$ cat config.mk
export PLATFORM = sky130hd
export DESIGN_NAME = dual_dev_diag_coord
export DESIGN_NICKNAME = d
export VERILOG_FILES = /design/src/rtl/ddc_pkg.sv /design/src/rtl/ddc_tick_timer.sv /design/src/rtl/ddc_dev0_ctrl.sv /design/src/rtl/ddc_dev1_ctrl.sv /design/src/rtl/dual_dev_diag_coord.sv
export SDC_FILE = /design/constraint.sdc
export NUM_CORES = 1
export LEC_CHECK = 0
export BUFFER_PORTS_ARGS = -buffer_cell sky130_fd_sc_hd__clkbuf_2
export CORE_UTILIZATION = 55
export CTS_BUF_LIST = sky130_fd_sc_hd__clkbuf_4 sky130_fd_sc_hd__clkbuf_8
export DETAILED_ROUTE_END_ITERATION = 16
export PLACE_DENSITY = 0.78
export REMOVE_ABC_BUFFERS = 1
export SETUP_SLACK_MARGIN = 0.05
export SLEW_MARGIN = 15
export SYNTH_ARGS = -nofsm -noshare
export SYNTH_HDL_FRONTEND = slang
export SYNTH_SLANG_ARGS = --single-unit
export TNS_END_PERCENT = 100
$ cat constraint.sdc
create_clock -name clk -period 1.9 [get_ports clk]
set_clock_uncertainty 0.1 [all_clocks]
set_input_delay 0 -clock clk [delete_from_list [all_inputs] [get_ports clk]]
set_output_delay 0 -clock clk [all_outputs]
set_load 0.03 [all_outputs]
$ cat src/rtl/ddc_pkg.sv
package ddc_pkg;
   localparam int unsigned CODE_W = 8;
   localparam logic [CODE_W-1:0] CODE_OK        = 8'h01;
   localparam logic [CODE_W-1:0] CODE_RESET     = 8'h01;
   localparam logic [CODE_W-1:0] CODE_PEER_FAIL = 8'h80;

   typedef enum logic [1:0] {
      P0_WINDOW = 2'd0,
      P0_IDLE   = 2'd1,
      P0_DIAG   = 2'd2
   } p0_state_t;

   typedef enum logic {
      P1_TEST = 1'b0,
      P1_IDLE = 1'b1
   } p1_state_t;
endpackage

$ cat src/rtl/ddc_tick_timer.sv
module ddc_tick_timer #(
   parameter  int unsigned LIMIT = 8,
   localparam int unsigned W     = $clog2(LIMIT + 1)
) (
   input  logic         clk,
   input  logic         rst_n,
   input  logic         clr,
   input  logic         tick,
   output logic [W-1:0] cnt
);
   localparam logic [W-1:0] LIM_L = W'(LIMIT);

   if (LIMIT < 1) begin : g_bad_limit
      $error("ddc_tick_timer: LIMIT must be at least 1");
   end

   always_ff @(posedge clk or negedge rst_n) begin
      if (!rst_n)                    cnt <= '0;
      else if (clr)                  cnt <= '0;
      else if (tick && cnt != LIM_L) cnt <= cnt + 1'b1;
   end
endmodule

$ cat src/rtl/ddc_dev0_ctrl.sv
module ddc_dev0_ctrl
   import ddc_pkg::*;
#(
   parameter int unsigned PRES_WAIT_MS = 450,
   parameter int unsigned PASS_WAIT_MS = 5000,
   parameter int unsigned NEG_WAIT_MS  = 1
) (
   input  logic              clk,
   input  logic              rst_n,
   input  logic              diag_start,
   input  logic              self_valid,
   input  logic [CODE_W-1:0] self_code,
   input  logic              ms_tick,
   input  logic              pass_n_i,
   input  logic              pres_n_i,
   output logic              busy,
   output logic              done,
   output logic [CODE_W-1:0] err_code,
   output logic              clr_req
);
   localparam int unsigned TLIM = (PRES_WAIT_MS > PASS_WAIT_MS) ? PRES_WAIT_MS : PASS_WAIT_MS;
   localparam int unsigned TW   = $clog2(TLIM + 1);
   localparam logic [TW-1:0] PRES_L = TW'(PRES_WAIT_MS);
   localparam logic [TW-1:0] PASS_L = TW'(PASS_WAIT_MS);
   localparam logic [TW-1:0] NEG_L  = TW'(NEG_WAIT_MS);

   p0_state_t         state;
   logic              peer_seen;
   logic              have_local;
   logic [CODE_W-1:0] local_code;
   logic              pass_seen;
   logic [TW-1:0]     cnt;
   logic              start_ok;
   logic              in_pass_win;
   logic              timed_out;

   assign start_ok    = (state == P0_IDLE) && diag_start;
   assign in_pass_win = (cnt >= NEG_L) && (cnt < PASS_L);
   assign timed_out   = (cnt >= PASS_L);
   assign busy        = (state != P0_IDLE);

   ddc_tick_timer #(.LIMIT(TLIM)) win_tmr_i (
      .clk  (clk),
      .rst_n(rst_n),
      .clr  (start_ok),
      .tick (ms_tick),
      .cnt  (cnt)
   );

   always_ff @(posedge clk or negedge rst_n) begin
      if (!rst_n) begin
         state      <= P0_WINDOW;
         peer_seen  <= 1'b0;
         have_local <= 1'b0;
         local_code <= '0;
         pass_seen  <= 1'b0;
         done       <= 1'b0;
         err_code   <= CODE_RESET;
         clr_req    <= 1'b0;
      end else begin
         done    <= 1'b0;
         clr_req <= 1'b0;
         unique case (state)
            P0_WINDOW: begin
               if (!pres_n_i)      peer_seen <= 1'b1;
               if (cnt >= PRES_L)  state     <= P0_IDLE;
            end
            P0_IDLE: begin
               if (diag_start) begin
                  state      <= P0_DIAG;
                  have_local <= 1'b0;
                  pass_seen  <= 1'b0;
               end
            end
            P0_DIAG: begin
               if (self_valid && !have_local) begin
                  have_local <= 1'b1;
                  local_code <= self_code;
               end
               if (!pass_n_i && in_pass_win) pass_seen <= 1'b1;
               if (have_local && (!peer_seen || pass_seen || timed_out)) begin
                  state    <= P0_IDLE;
                  done     <= 1'b1;
                  err_code <= local_code |
                              ((peer_seen && !pass_seen) ? CODE_PEER_FAIL : '0);
                  clr_req  <= !peer_seen;
               end
            end
            default: state <= P0_IDLE;
         endcase
      end
   end
endmodule

$ cat src/rtl/ddc_dev1_ctrl.sv
module ddc_dev1_ctrl
   import ddc_pkg::*;
#(
   parameter int unsigned PRES_HOLD_MS = 31000
) (
   input  logic              clk,
   input  logic              rst_n,
   input  logic              diag_start,
   input  logic              self_valid,
   input  logic [CODE_W-1:0] self_code,
   input  logic              ms_tick,
   input  logic              cmd_accept,
   output logic              busy,
   output logic              done,
   output logic [CODE_W-1:0] err_code,
   output logic              pass_n_o,
   output logic              pres_n_o
);
   localparam int unsigned HW = $clog2(PRES_HOLD_MS + 1);
   localparam logic [HW-1:0] HOLD_L = HW'(PRES_HOLD_MS);

   p1_state_t     state;
   logic          pend_pass;
   logic [HW-1:0] hold_cnt;

   assign busy = (state == P1_TEST);

   ddc_tick_timer #(.LIMIT(PRES_HOLD_MS)) hold_tmr_i (
      .clk  (clk),
      .rst_n(rst_n),
      .clr  (1'b0),
      .tick (ms_tick),
      .cnt  (hold_cnt)
   );

   always_ff @(posedge clk or negedge rst_n) begin
      if (!rst_n) begin
         state     <= P1_TEST;
         pend_pass <= 1'b0;
         done      <= 1'b0;
         err_code  <= CODE_RESET;
         pass_n_o  <= 1'b1;
      end else begin
         done <= 1'b0;
         unique case (state)
            P1_TEST: begin
               if (self_valid) begin
                  state     <= P1_IDLE;
                  done      <= 1'b1;
                  err_code  <= self_code;
                  pend_pass <= (self_code == CODE_OK);
               end
            end
            P1_IDLE: begin
               if (diag_start) begin
                  state     <= P1_TEST;
                  pass_n_o  <= 1'b1;
                  pend_pass <= 1'b0;
               end else if (pend_pass) begin
                  pass_n_o  <= 1'b0;
                  pend_pass <= 1'b0;
               end
            end
            default: state <= P1_IDLE;
         endcase
      end
   end

   always_ff @(posedge clk or negedge rst_n) begin
      if (!rst_n)                              pres_n_o <= 1'b0;
      else if (cmd_accept || hold_cnt >= HOLD_L) pres_n_o <= 1'b1;
   end
endmodule

$ cat src/rtl/dual_dev_diag_coord.sv
module dual_dev_diag_coord
   import ddc_pkg::*;
#(
   parameter int unsigned PRES_WAIT_MS = 450,
   parameter int unsigned PASS_WAIT_MS = 5000,
   parameter int unsigned NEG_WAIT_MS  = 1,
   parameter int unsigned PRES_HOLD_MS = 31000
) (
   input  logic       clk,
   input  logic       rst_n,
   input  logic       role_dev1,
   input  logic       diag_start,
   input  logic       self_valid,
   input  logic [7:0] self_code,
   input  logic       ms_tick,
   input  logic       cmd_accept,
   input  logic       pass_n_i,
   input  logic       pres_n_i,
   output logic       pass_n_o,
   output logic       pres_n_o,
   output logic       busy,
   output logic       done,
   output logic [7:0] err_code,
   output logic       clr_dev1_req
);
   if (NEG_WAIT_MS >= PASS_WAIT_MS) begin : g_bad_neg
      $error("dual_dev_diag_coord: NEG_WAIT_MS must be below PASS_WAIT_MS");
   end
   if (PRES_WAIT_MS < 1 || PRES_HOLD_MS < 1) begin : g_bad_win
      $error("dual_dev_diag_coord: windows must be at least one tick");
   end

   logic              d0_busy, d0_done, d0_clr;
   logic [CODE_W-1:0] d0_code;
   logic              d1_busy, d1_done, d1_pass_n, d1_pres_n;
   logic [CODE_W-1:0] d1_code;

   ddc_dev0_ctrl #(
      .PRES_WAIT_MS(PRES_WAIT_MS),
      .PASS_WAIT_MS(PASS_WAIT_MS),
      .NEG_WAIT_MS (NEG_WAIT_MS)
   ) dev0_i (
      .clk       (clk),
      .rst_n     (rst_n),
      .diag_start(diag_start),
      .self_valid(self_valid),
      .self_code (self_code),
      .ms_tick   (ms_tick),
      .pass_n_i  (pass_n_i),
      .pres_n_i  (pres_n_i),
      .busy      (d0_busy),
      .done      (d0_done),
      .err_code  (d0_code),
      .clr_req   (d0_clr)
   );

   ddc_dev1_ctrl #(
      .PRES_HOLD_MS(PRES_HOLD_MS)
   ) dev1_i (
      .clk       (clk),
      .rst_n     (rst_n),
      .diag_start(diag_start),
      .self_valid(self_valid),
      .self_code (self_code),
      .ms_tick   (ms_tick),
      .cmd_accept(cmd_accept),
      .busy      (d1_busy),
      .done      (d1_done),
      .err_code  (d1_code),
      .pass_n_o  (d1_pass_n),
      .pres_n_o  (d1_pres_n)
   );

   always_comb begin
      if (role_dev1) begin
         busy         = d1_busy;
         done         = d1_done;
         err_code     = d1_code;
         clr_dev1_req = 1'b0;
         pass_n_o     = d1_pass_n;
         pres_n_o     = d1_pres_n;
      end else begin
         busy         = d0_busy;
         done         = d0_done;
         err_code     = d0_code;
         clr_dev1_req = d0_clr;
         pass_n_o     = 1'b1;
         pres_n_o     = 1'b1;
      end
   end
endmodule

==> results of run 1 <==
## layout by cell type, fill, tap and decap left out, types with 10 or more instances in the layout
cell / count
dfrtp_1: 60
mux2_2: 32
clkbuf_2: 29
nand2_1: 24
buf_4: 20
dlygate4sd3_1: 15
nand2b_1: 13
nand3_1: 12
inv_1: 11
nor2_1: 11
clkbuf_8: 10
## routing by layer
layer | wire, µm | global-route usage (%)
met1 | 2920 | 29.0
met2 | 3260 | 38.4
met3 | 274 | 8.02
met4 | 113 | 6.30
met5 | 0 | 0
## power by group through the flow
stage	clock network, µW	logic (µW)	registers, µW
floorplan	0	908	1920
global placement	0	1250	1950
detailed placement	0	1290	1970
CTS	1080	1340	1950
global route	1130	1490	2000
finish	1040	1360	1950
## per-stage QoR
step           TNS [ns]  power (µW)  util [%]
2_1_floorplan         0        2830         -
3_3_place_gp          0        3200      63.8
3_5_place_dp    -0.0719        3260      63.8
4_1_cts               0        4360      70.0
5_1_grt          -0.138        4620      71.1
6_report              0        4360      71.1
## cells by family after synthesis
| group | after synthesis | synth area share, % |
|---|---|---|
| and+or+nand+nor | 105 | 18.1 |
| DFF | 64 | 50.0 |
| muxes | 41 | 14.0 |
| AOI/OAI and AO/OA | 32 | 8.69 |
| buffers and inverters | 22 | 3.12 |
| xor gates and xnor gates | 15 | 4.09 |
| adders and majority gates | 5 | 1.95 |
## path summary, 6_finish.rpt
| kind | cells after the start | start | slack (ns) | end |
|---|---|---|---|---|
| max | 5 | dev0_i.win_tmr_i.cnt[4] | 0.05 | dev0_i.err_code[5] |
| min | 3 | rst_n | 0.08 | dev0_i.win_tmr_i.cnt[7] |
| min in group clk | 3 | pass_n_i | 0.28 | dev0_i.pass_seen |
| max reg2reg | 5 | dev0_i.win_tmr_i.cnt[4] | 0.05 | dev0_i.err_code[5] |
| min reg2reg | 1 | dev0_i.peer_seen | 0.35 | dev0_i.clr_req |
| max in group asynchronous | 3 | rst_n | 1.28 | dev1_i.pass_n_o |
## sequential cells by signal (all words and copies together) (netlist names)
register,flops
dev0_i.done,1
dev0_i.err_code,8
dev0_i.state,2
dev0_i.win_tmr_i.cnt,13
dev0_i.clr_req,1
dev0_i.have_local,1
dev0_i.peer_seen,1
dev1_i.pres_n_o,1
dev1_i.pass_n_o,1
dev0_i.local_code,8
dev1_i.state,1
dev0_i.pass_seen,1
dev1_i.done,1
dev1_i.hold_tmr_i.cnt,15
dev1_i.err_code,8
dev1_i.pend_pass,1
## Yosys cell counts (2+ instances only)
cell type | number | area [µm²]
nor2_1 | 11 | 41.3
a21o_1 | 2 | 15.0
nand3b_1 | 2 | 15.0
or3_1 | 3 | 18.8
nor2b_1 | 5 | 31.3
mux2_2 | 32 | 360
mux2i_1 | 9 | 90.1
nand2_1 | 24 | 90.1
nor4b_1 | 2 | 17.5
buf_6 | 2 | 22.5
a21oi_1 | 5 | 25.0
nor4_1 | 5 | 31.3
clkbuf_1 | 7 | 26.3
nand4_1 | 7 | 43.8
and2_1 | 2 | 12.5
a211oi_1 | 6 | 45.0
xnor2_1 | 9 | 78.8
nand3_1 | 12 | 60.1
xor2_1 | 6 | 52.6
nor3_1 | 7 | 35.0
inv_1 | 11 | 41.3
dfstp_2 | 3 | 78.8
o21ai_0 | 2 | 10.0
or2_2 | 4 | 25.0
a22o_1 | 2 | 17.5
buf_2 | 2 | 10.0
ha_1 | 5 | 62.6
a31oi_1 | 2 | 12.5
dfrtp_1 | 61 | 1530
nand2b_1 | 13 | 81.3
## what timing repair did
item	4_1_cts	5_1_grt
pin swaps	2	4
endpoints found under the setup margin	13	16
gates resized for setup	2	7
hold buffers	15	0
buffers inserted	1	3
endpoints found under the hold margin	89	0
## worst max-delay path, delay by kind of cell (launching register included)
family	cells	cell delay [ns]
AND/OR/NAND/NOR	2	0.50
multiplexers	1	0.35
buffers and inverters	1	0.16
AO/OA/AOI/OAI	1	0.22
flip-flops	1	0.41
## area by class of cell
class,count,area [µm²]
clock buffers,10,138
clock inverters,6,43.8
fillers,381,1610
inverters,11,41.3
multi-input cells,198,1550
flip-flops and latches,64,1610
well taps,72,90.1
repair buffers,67,497
==> impl_metrics.tcl, run 1 <==
set metrics [dict create \
    grt_pass1_wl_um 10800 \
    overflow 0 \
    port_buffers 29 \
    dp.cells 393 \
    max_freq_ghz 0.541 \
    synth-edff-count 0 \
    route.detailed.drc 0 \
    synth_cell_types 51 \
    ir_drop_mv 0.832 \
    critical-path-max-stage-delay_ns 0.41 \
    postSynth.asyncResetShare_pct 100 \
    post_dp_cell_area_um2 3550 \
    worstPathMaxFanout 9 \
    die_w_um 78.4 \
    worstMarginPinSlew_ns 0.493 \
    crit_path_start_kind "flip-flop" \
    maxCapViolations 0 \
    synth.cell_area_um2 3210 \
    hold_violations 0 \
    synth_ff_type "dfrtp_1" \
    drv_slew 0 \
    die_area_um2 6150 \
    drive_gt1_share_pct 33.4 \
    status "finished clean" \
    setup_ws_ns 0.0521 \
    powerDensity_nw_per_um2 1100 \
    area_growth_pct 23.4 \
    fp.dieH_um 78.4 \
    worstSkewPairLatency_ns 0.34 \
    static-leakage-power_uw 0.00179 \
    pwr-share-clk_pct 24.0 \
    clk_transition_reported_paths_ns 0.07 \
    design.core.area_um2 5570 \
    p_int_uw 2840 \
    vias 2394 \
    fp-row-count 27 \
    gp_congestion 0.873 \
    first_global_vias 2308 \
    preCtsSetupSlack_ns -0.0719 \
    fin_cells 428 \
    power_switching_uw 1510 \
    via_per_inst 5.59 \
    power.share.combinational_pct 31.2 \
    antenna_found_initial 0 \
    routed_wl_um 6570 \
    pwr-share-seq_pct 44.8 \
    diodes 0 \
    synthCells 284 \
    nets 373 \
    slew_headroom_pct 66.7 \
    root_buffer "clkbuf_8" \
    hold_ws_ns 0.0808 \
    clock_sinks 64 \
    ctsHtreeMaxLevel 3 \
    hpwl_um 4430 \
    finalSetupViolCount 0 \
    cts_tree "built" \
    fin_area_um2 3960 \
    grt_max_degree 65 \
    track_usage_pct 23.2 \
    ys_ff_latch 64 \
    yosysSeqAreaShare_pct 50.0 \
    worst_ep_required_time_ns 2.03 \
    cts_inserted_buffers 9 \
    drt_iter0_drc 124 \
    min_path_type "input pin to async pin" \
    wl_per_cell_um 15.4 \
    setup.worst_path.end_class "flip-flop" \
    period_needed_ns 1.85 \
    path_cells "buf_4 > nor4_2 > o211ai_1 > nand4_4 > mux2_2" \
    post-route-period-util_pct 97.3 \
    dr.pass1.iters 4 \
    cts.path.max_buffers 2 \
    drtAntennaViolNets 0 \
    cp.arrival_ns 1.98 \
    cp_slowest_cell "dfrtp_1" \
    syn_avg_cell_area_um2 11.3 \
    criticalPathCategory "flip-flop to flip-flop" \
    ys_warn_count 0 \
    initial_utilization_pct 57.6 \
    num_io_pins 30 \
    rsz0062_at_grt "true" \
    p_sw_share_pct 34.7 \
]
(Power assumes the default switching activity.)
==> inputs of run 2 (changes only) <==
--- a/config.mk
+++ b/config.mk
@@ -6,10 +6,9 @@
 export NUM_CORES = 1
 export LEC_CHECK = 0
 export BUFFER_PORTS_ARGS = -buffer_cell sky130_fd_sc_hd__clkbuf_2
-export CORE_UTILIZATION = 55
+export CORE_UTILIZATION = 30
 export CTS_BUF_LIST = sky130_fd_sc_hd__clkbuf_4 sky130_fd_sc_hd__clkbuf_8
 export DETAILED_ROUTE_END_ITERATION = 16
-export PLACE_DENSITY = 0.78
 export REMOVE_ABC_BUFFERS = 1
 export SETUP_SLACK_MARGIN = 0.05
 export SLEW_MARGIN = 15
==> constraint.sdc (replaced) <==
create_clock -name clk -period 1.6 [get_ports clk]
set_clock_uncertainty 0.1 [all_clocks]
set_input_delay 0 -clock clk [delete_from_list [all_inputs] [get_ports clk]]
set_output_delay 0 -clock clk [all_outputs]
set_load 0.03 [all_outputs]
==> run 2 against run 1 <==
Against the previous run:
- the flow now finishes with violations (negative setup slack)
- sequential share of layout area is 5.3 points lower
- design area grew 15%
- sequential cell count stayed put
==> impl_metrics.tcl, run 2 (synthesis gave the netlist of run 1 again) <==
set metrics [dict create \
    setup_ws_ns -0.165 \
    first_global_vias 2547 \
    min_path_type "input pin to async pin" \
    clock_sinks 64 \
    root_buffer "clkbuf_8" \
    drv_slew 0 \
    criticalPathCategory "flip-flop to flip-flop" \
    track_usage_pct 13.6 \
    layout_commonest_cell "dfrtp_1" \
    cts.path.max_buffers 2 \
    fin_cells 527 \
    post-route-period-util_pct 110 \
    cts_tree "built" \
    period_needed_ns 1.77 \
    grt_pass1_wl_um 12000 \
    gp_congestion 0.832 \
    critPathLaunch "dev0_i.win_tmr_i.cnt[2]" \
    crit_family "simple AND/OR/NAND/NOR gates" \
    antenna_found_initial 0 \
    wl_per_cell_um 14.4 \
    max_freq_ghz 0.566 \
    route.detailed.drc 0 \
    drive_gt1_share_pct 46.0 \
    die_area_um2 11100 \
    design.core.area_um2 10400 \
    worstMarginPinSlew_ns 0.461 \
    powerDensity_nw_per_um2 1340 \
    critical-path-max-stage-delay_ns 0.43 \
    diodes 0 \
    total_power_uw 6140 \
    clk_transition_reported_paths_ns 0.08 \
    die_w_um 105 \
    dp.cells 482 \
    cp.arrival_ns 1.88 \
    finalSetupViolCount 21 \
    path_cells "or3_4 > o31ai_4 > buf_4 > a211oi_1 > mux2i_1" \
    vias 2494 \
    overflow 0 \
    area_growth_pct 42.4 \
    regMostFlops "dev1_i.hold_tmr_i.cnt" \
    num_io_pins 30 \
    crit_path_start_kind "flip-flop" \
    worstSkewPairLatency_ns 0.35 \
    slew_headroom_pct 68.8 \
    static-leakage-power_uw 0.00206 \
    final_cell_mix "dfrtp_1, buf_4, clkbuf_2, mux2_2, nand2_1" \
    cts_inserted_buffers 9 \
    worst_ep_required_time_ns 1.71 \
    critPathBufInv 1 \
    ctsHtreeMaxLevel 3 \
    r2r_start "dev0_i.win_tmr_i.cnt[2]" \
    setup.worst_path.end_class "flip-flop" \
    preCtsSetupSlack_ns -0.397 \
    fin_util_pct 44.1 \
    initial_utilization_pct 31.0 \
    ff2ff_setup_slack_ns -0.17 \
    drt_iter0_drc 102 \
    routed_wl_um 7600 \
    port_buffers 29 \
    cp_slowest_cell "or3_4" \
    fp-row-count 37 \
    dr.pass1.iters 4 \
    maxCapViolations 0 \
    hold_violations 0 \
    post_dp_cell_area_um2 3810 \
    ir_drop_mv 0.555 \
    grt_max_degree 65 \
    largest_register_ffs 15 \
    largest_registers "dev1_i.hold_tmr_i.cnt: 15 flops, dev0_i.win_tmr_i.cnt: 13 flops" \
    violations "negative setup slack" \
    status "finished with violations" \
    nets 408 \
    hpwl_um 4860 \
    rsz0062_at_grt "true" \
    worstPathMaxFanout 5 \
    via_per_inst 4.73 \
    drtAntennaViolNets 0 \
    fp.dieH_um 105 \
    fin_area_um2 4570 \
]
run 2: cell types whose count changed in the layout (fill, tap and decap cells not counted), sizes merged:
cell      previous run  this run
buf                 23        58
bufinv               0         2
clkbuf              39        37
clkinv               4         2
clkinvlp             1         0
inv                 12        14
nand4                8         9
run 2: final timing paths:
path	cells after the start	end
worst max register to register	5	dev0_i.win_tmr_i.cnt[6]
worst min-delay path	3	dev0_i.pass_seen
worst min register to register	1	dev0_i.clr_req
min in group clk	3	dev0_i.pass_seen
max in group asynchronous	3	dev0_i.err_code[0]
worst max-delay path	5	dev0_i.win_tmr_i.cnt[6]
run 2: repair_timing:
item | 4_1_cts | 5_1_grt
gates cloned | 0 | 2
pin swaps | 7 | 15
setup buffers | 0 | 12
hold buffers | 16 | 0
resized for setup | 14 | 47
endpoints found under the setup margin | 26 | 41
hold endpoints to repair | 89 | 0
run 2: routing by layer:
layer | wire [µm] | GRT usage [%] | vias up
li1 | - | - | 1216
met1 | 3480 | 16.9 | 1233
met2 | 3800 | 22.6 | 36
met3 | 247 | 4.08 | 9
met4 | 72 | 4.63 | 0
met5 | 0 | 0 | -
run 2: layout make-up:
type / instances / area [µm²]
well taps: 136 / 170
clock buffers: 9 / 124
fillers: 972 / 5800
flip-flops and latches: 64 / 1610
multi-input cells: 199 / 1770
clock inverters: 7 / 100
repair buffers: 101 / 753
inverters: 11 / 41.3
run 2: stage by stage:
step	setup TNS [ns]	hold slack, ns
2_1_floorplan	-2.42	-0.396
3_3_place_gp	-3.72	-0.0451
3_5_place_dp	-3.72	-0.0483
4_1_cts	-2.76	0.118
5_1_grt	-4.62	0.166
6_report	-2.45	0.0894
run 2: power breakdown:
part	internal (µW)	total, µW	switching, µW
combinational	1150	2200	1050
sequential	2010	2350	338
clock	893	1580	692
total	4060	6140	2080
run 2: worst register-to-register path: cells and delay by family (launching register included):
family / cells / cell delay, ns
AO/OA/AOI/OAI: 2 / 0.38
buffers and inverters: 1 / 0.19
flip-flops: 1 / 0.39
multiplexers: 1 / 0.14
AND/OR/NAND/NOR: 1 / 0.43
==> inputs of run 3 (changes only) <==
==> constraint.sdc (replaced) <==
create_clock -name clk -period 1.49 [get_ports clk]
set_clock_uncertainty 0.1 [all_clocks]
set_input_delay 0 -clock clk [delete_from_list [all_inputs] [get_ports clk]]
set_output_delay 0 -clock clk [all_outputs]
set_load 0.03 [all_outputs]
==> run 3 against run 2 <==
Against the previous run:
- the run still ends with negative setup slack left
- power increased by 6.1%
- clock power decreased by 6%
- sequential cell count unchanged
- first-iteration DRC count increased by 51%
- sequential share of layout area decreased by 0.76 points
- via count increased by 4.3%
- critical path type unchanged
- largest cell class unchanged
- wire length increased by 2.0%
==> impl_metrics.tcl, run 3 (synthesis gave the netlist of run 1 again) <==
set metrics [dict create \
    drv_slew 0 \
    multiInputGateArea_um2 1770 \
    wl_met3_um 276 \
    p_sw_share_pct 33.9 \
    fp-row-count 37 \
    static-leakage-power_uw 0.00212 \
    violations "negative setup slack" \
    largest_register_ffs 15 \
    powerDensity_nw_per_um2 1390 \
    worstMarginPinSlew_ns 0.424 \
    r2r-end "dev0_i.win_tmr_i.cnt[10]" \
    layout_commonest_cell "dfrtp_1" \
    diodes 0 \
    rsz0062_at_grt "true" \
    post_dp_cell_area_um2 3900 \
    max_freq_ghz 0.547 \
    grt_max_degree 65 \
    critPathLaunch "dev0_i.win_tmr_i.cnt[4]" \
    first_global_vias 2685 \
    maxCapViolations 0 \
    overflow 0 \
    clock_sinks 64 \
    drtAntennaViolNets 0 \
    status "finished with violations" \
    worst_ep_required_time_ns 1.62 \
    cts_tree "built" \
    dr_wl_met2_um 3800 \
    wl_per_cell_um 14.4 \
    rr_worst_depth 5 \
    r2r_start "dev0_i.win_tmr_i.cnt[4]" \
    dr.pass1.iters 4 \
    worstSkewPairLatency_ns 0.34 \
    hpwl_um 5100 \
    period_needed_ns 1.83 \
    hold_violations 0 \
    slew_headroom_pct 71.7 \
    wl_met1_um 3490 \
    p_int_uw 4310 \
    setup.worst_path.end_class "flip-flop" \
    ff2ff_setup_slack_ns -0.34 \
    route.detailed.drc 0 \
    cp_slowest_cell "or3_4" \
    dr.max_layer_used "met4" \
    clk_transition_reported_paths_ns 0.07 \
    register_area_um2 1610 \
    drive_gt1_share_pct 47.9 \
    fill_cells 969 \
    cts.path.max_buffers 2 \
    hold_ws_ns 0.0363 \
    antenna_found_initial 0 \
    area_growth_pct 45.5 \
    ctsHtreeMaxLevel 3 \
    final_cell_mix "dfrtp_1, buf_4, clkbuf_2, mux2_2, nand2_1" \
    design.core.area_um2 10400 \
    routed_wl_um 7750 \
    num_io_pins 30 \
    endpoint "dev0_i.win_tmr_i.cnt[10]" \
    finalSetupViolCount 27 \
    power_switching_uw 2200 \
    critical-path-max-stage-delay_ns 0.42 \
    fp.dieH_um 105 \
    worstPathMaxFanout 3 \
    cts_inserted_buffers 9 \
    die_area_um2 11100 \
    drt_iter0_drc 154 \
    fin_area_um2 4670 \
    cp.arrival_ns 1.95 \
    port_buffers 29 \
    track_usage_pct 14.6 \
    vias 2600 \
    grt_pass1_wl_um 12900 \
    ir_drop_mv 0.528 \
    via_per_inst 4.82 \
    min_path_type "input pin to flip-flop" \
    post-route-period-util_pct 123 \
    setup_ws_ns -0.337 \
    regMostFlops "dev1_i.hold_tmr_i.cnt" \
    nets 420 \
    criticalPathCategory "flip-flop to flip-flop" \
    path_cells "or3_4 > o31ai_4 > buf_6 > a211oi_2 > o221a_1" \
    die_w_um 105 \
    root_buffer "clkbuf_8" \
    gp_congestion 0.815 \
    crit_path_start_kind "flip-flop" \
    pwr-share-seq_pct 38.0 \
    initial_utilization_pct 31.0 \
    pwr-share-clk_pct 22.8 \
    largest_registers "dev1_i.hold_tmr_i.cnt: 15 flops, dev0_i.win_tmr_i.cnt: 13 flops" \
    power.share.combinational_pct 39.2 \
]
## run 3: cell types whose count changed in the layout (fill, tap and decap cells not counted), moves of 2 or more
cell | before | now
or3_4 | 3 | 1
xnor2_2 | 0 | 2
or3_1 | 1 | 3
a211oi_1 | 5 | 1
mux2_2 | 22 | 24
mux2_4 | 10 | 8
buf_6 | 4 | 12
xnor2_1 | 9 | 7
clkinv_2 | 1 | 3
a211oi_2 | 2 | 6
buf_4 | 53 | 57
inv_6 | 3 | 0
## run 3: power groups by stage
stage	logic (µW)	clock network, µW	registers, µW
6_report	2550	1490	2480
5_1_grt	2790	1580	2550
4_1_cts	2360	1520	2460
3_5_place_dp	2020	0	2460
3_3_place_gp	1970	0	2440
2_1_floorplan	1160	0	2450
## run 3: critical path, delay by kind of cell, from the launching register on
| kind | cells | cell delay [ns] |
|---|---|---|
| AND/OR/NAND/NOR | 1 | 0.42 |
| buffers and inverters | 1 | 0.16 |
| AO/OA/AOI/OAI | 3 | 0.64 |
| flip-flops | 1 | 0.41 |
## run 3: metrics by stage
step                setup slack, ns  util [%]  TNS [ns]  power (µW)  std cells
floorplan                    -0.354         -     -5.86        3600        273
global placement             -0.433      37.6     -6.97        4410        494
detailed placement           -0.518      37.6     -7.79        4480        494
CTS                          -0.334      42.9     -6.57        6340        528
global route                 -0.403      45.0     -8.78        6920        539
finish                       -0.337      45.0     -5.94        6510        539
## run 3: per-layer routing
layer  track usage (%)  vias up
met2              24.9       67
met4              5.53        0
met5                 0        -
met1              18.1     1268
li1                  -     1240
met3              2.97       25
## run 3: worst min-delay path by stage
stage	cells after the start	start	end
after floorplan	0	rst_n	dev0_i.clr_req
after global placement	2	rst_n	dev0_i.clr_req
after detailed placement	2	rst_n	dev0_i.clr_req
after CTS	3	ms_tick	dev1_i.hold_tmr_i.cnt[4]
after global routing	3	ms_tick	dev1_i.hold_tmr_i.cnt[5]
final	3	ms_tick	dev1_i.hold_tmr_i.cnt[4]
## run 3: final cells by class
class,count,area share (%)
repair buffers,114,19.0
clock inverters,6,1.31
multi-input cells,198,37.9
well taps,136,3.64
clock buffers,10,2.81
flip-flops and latches,64,34.4
inverters,11,0.884
## run 3: repair_timing
item | 4_1_cts | 5_1_grt
cloned | 0 | 0
pin swaps | 7 | 17
setup endpoints to repair | 40 | 51
resized for setup | 40 | 25
hold endpoints to repair | 88 | 0
hold buffers | 15 | 0
buffers inserted | 3 | 12
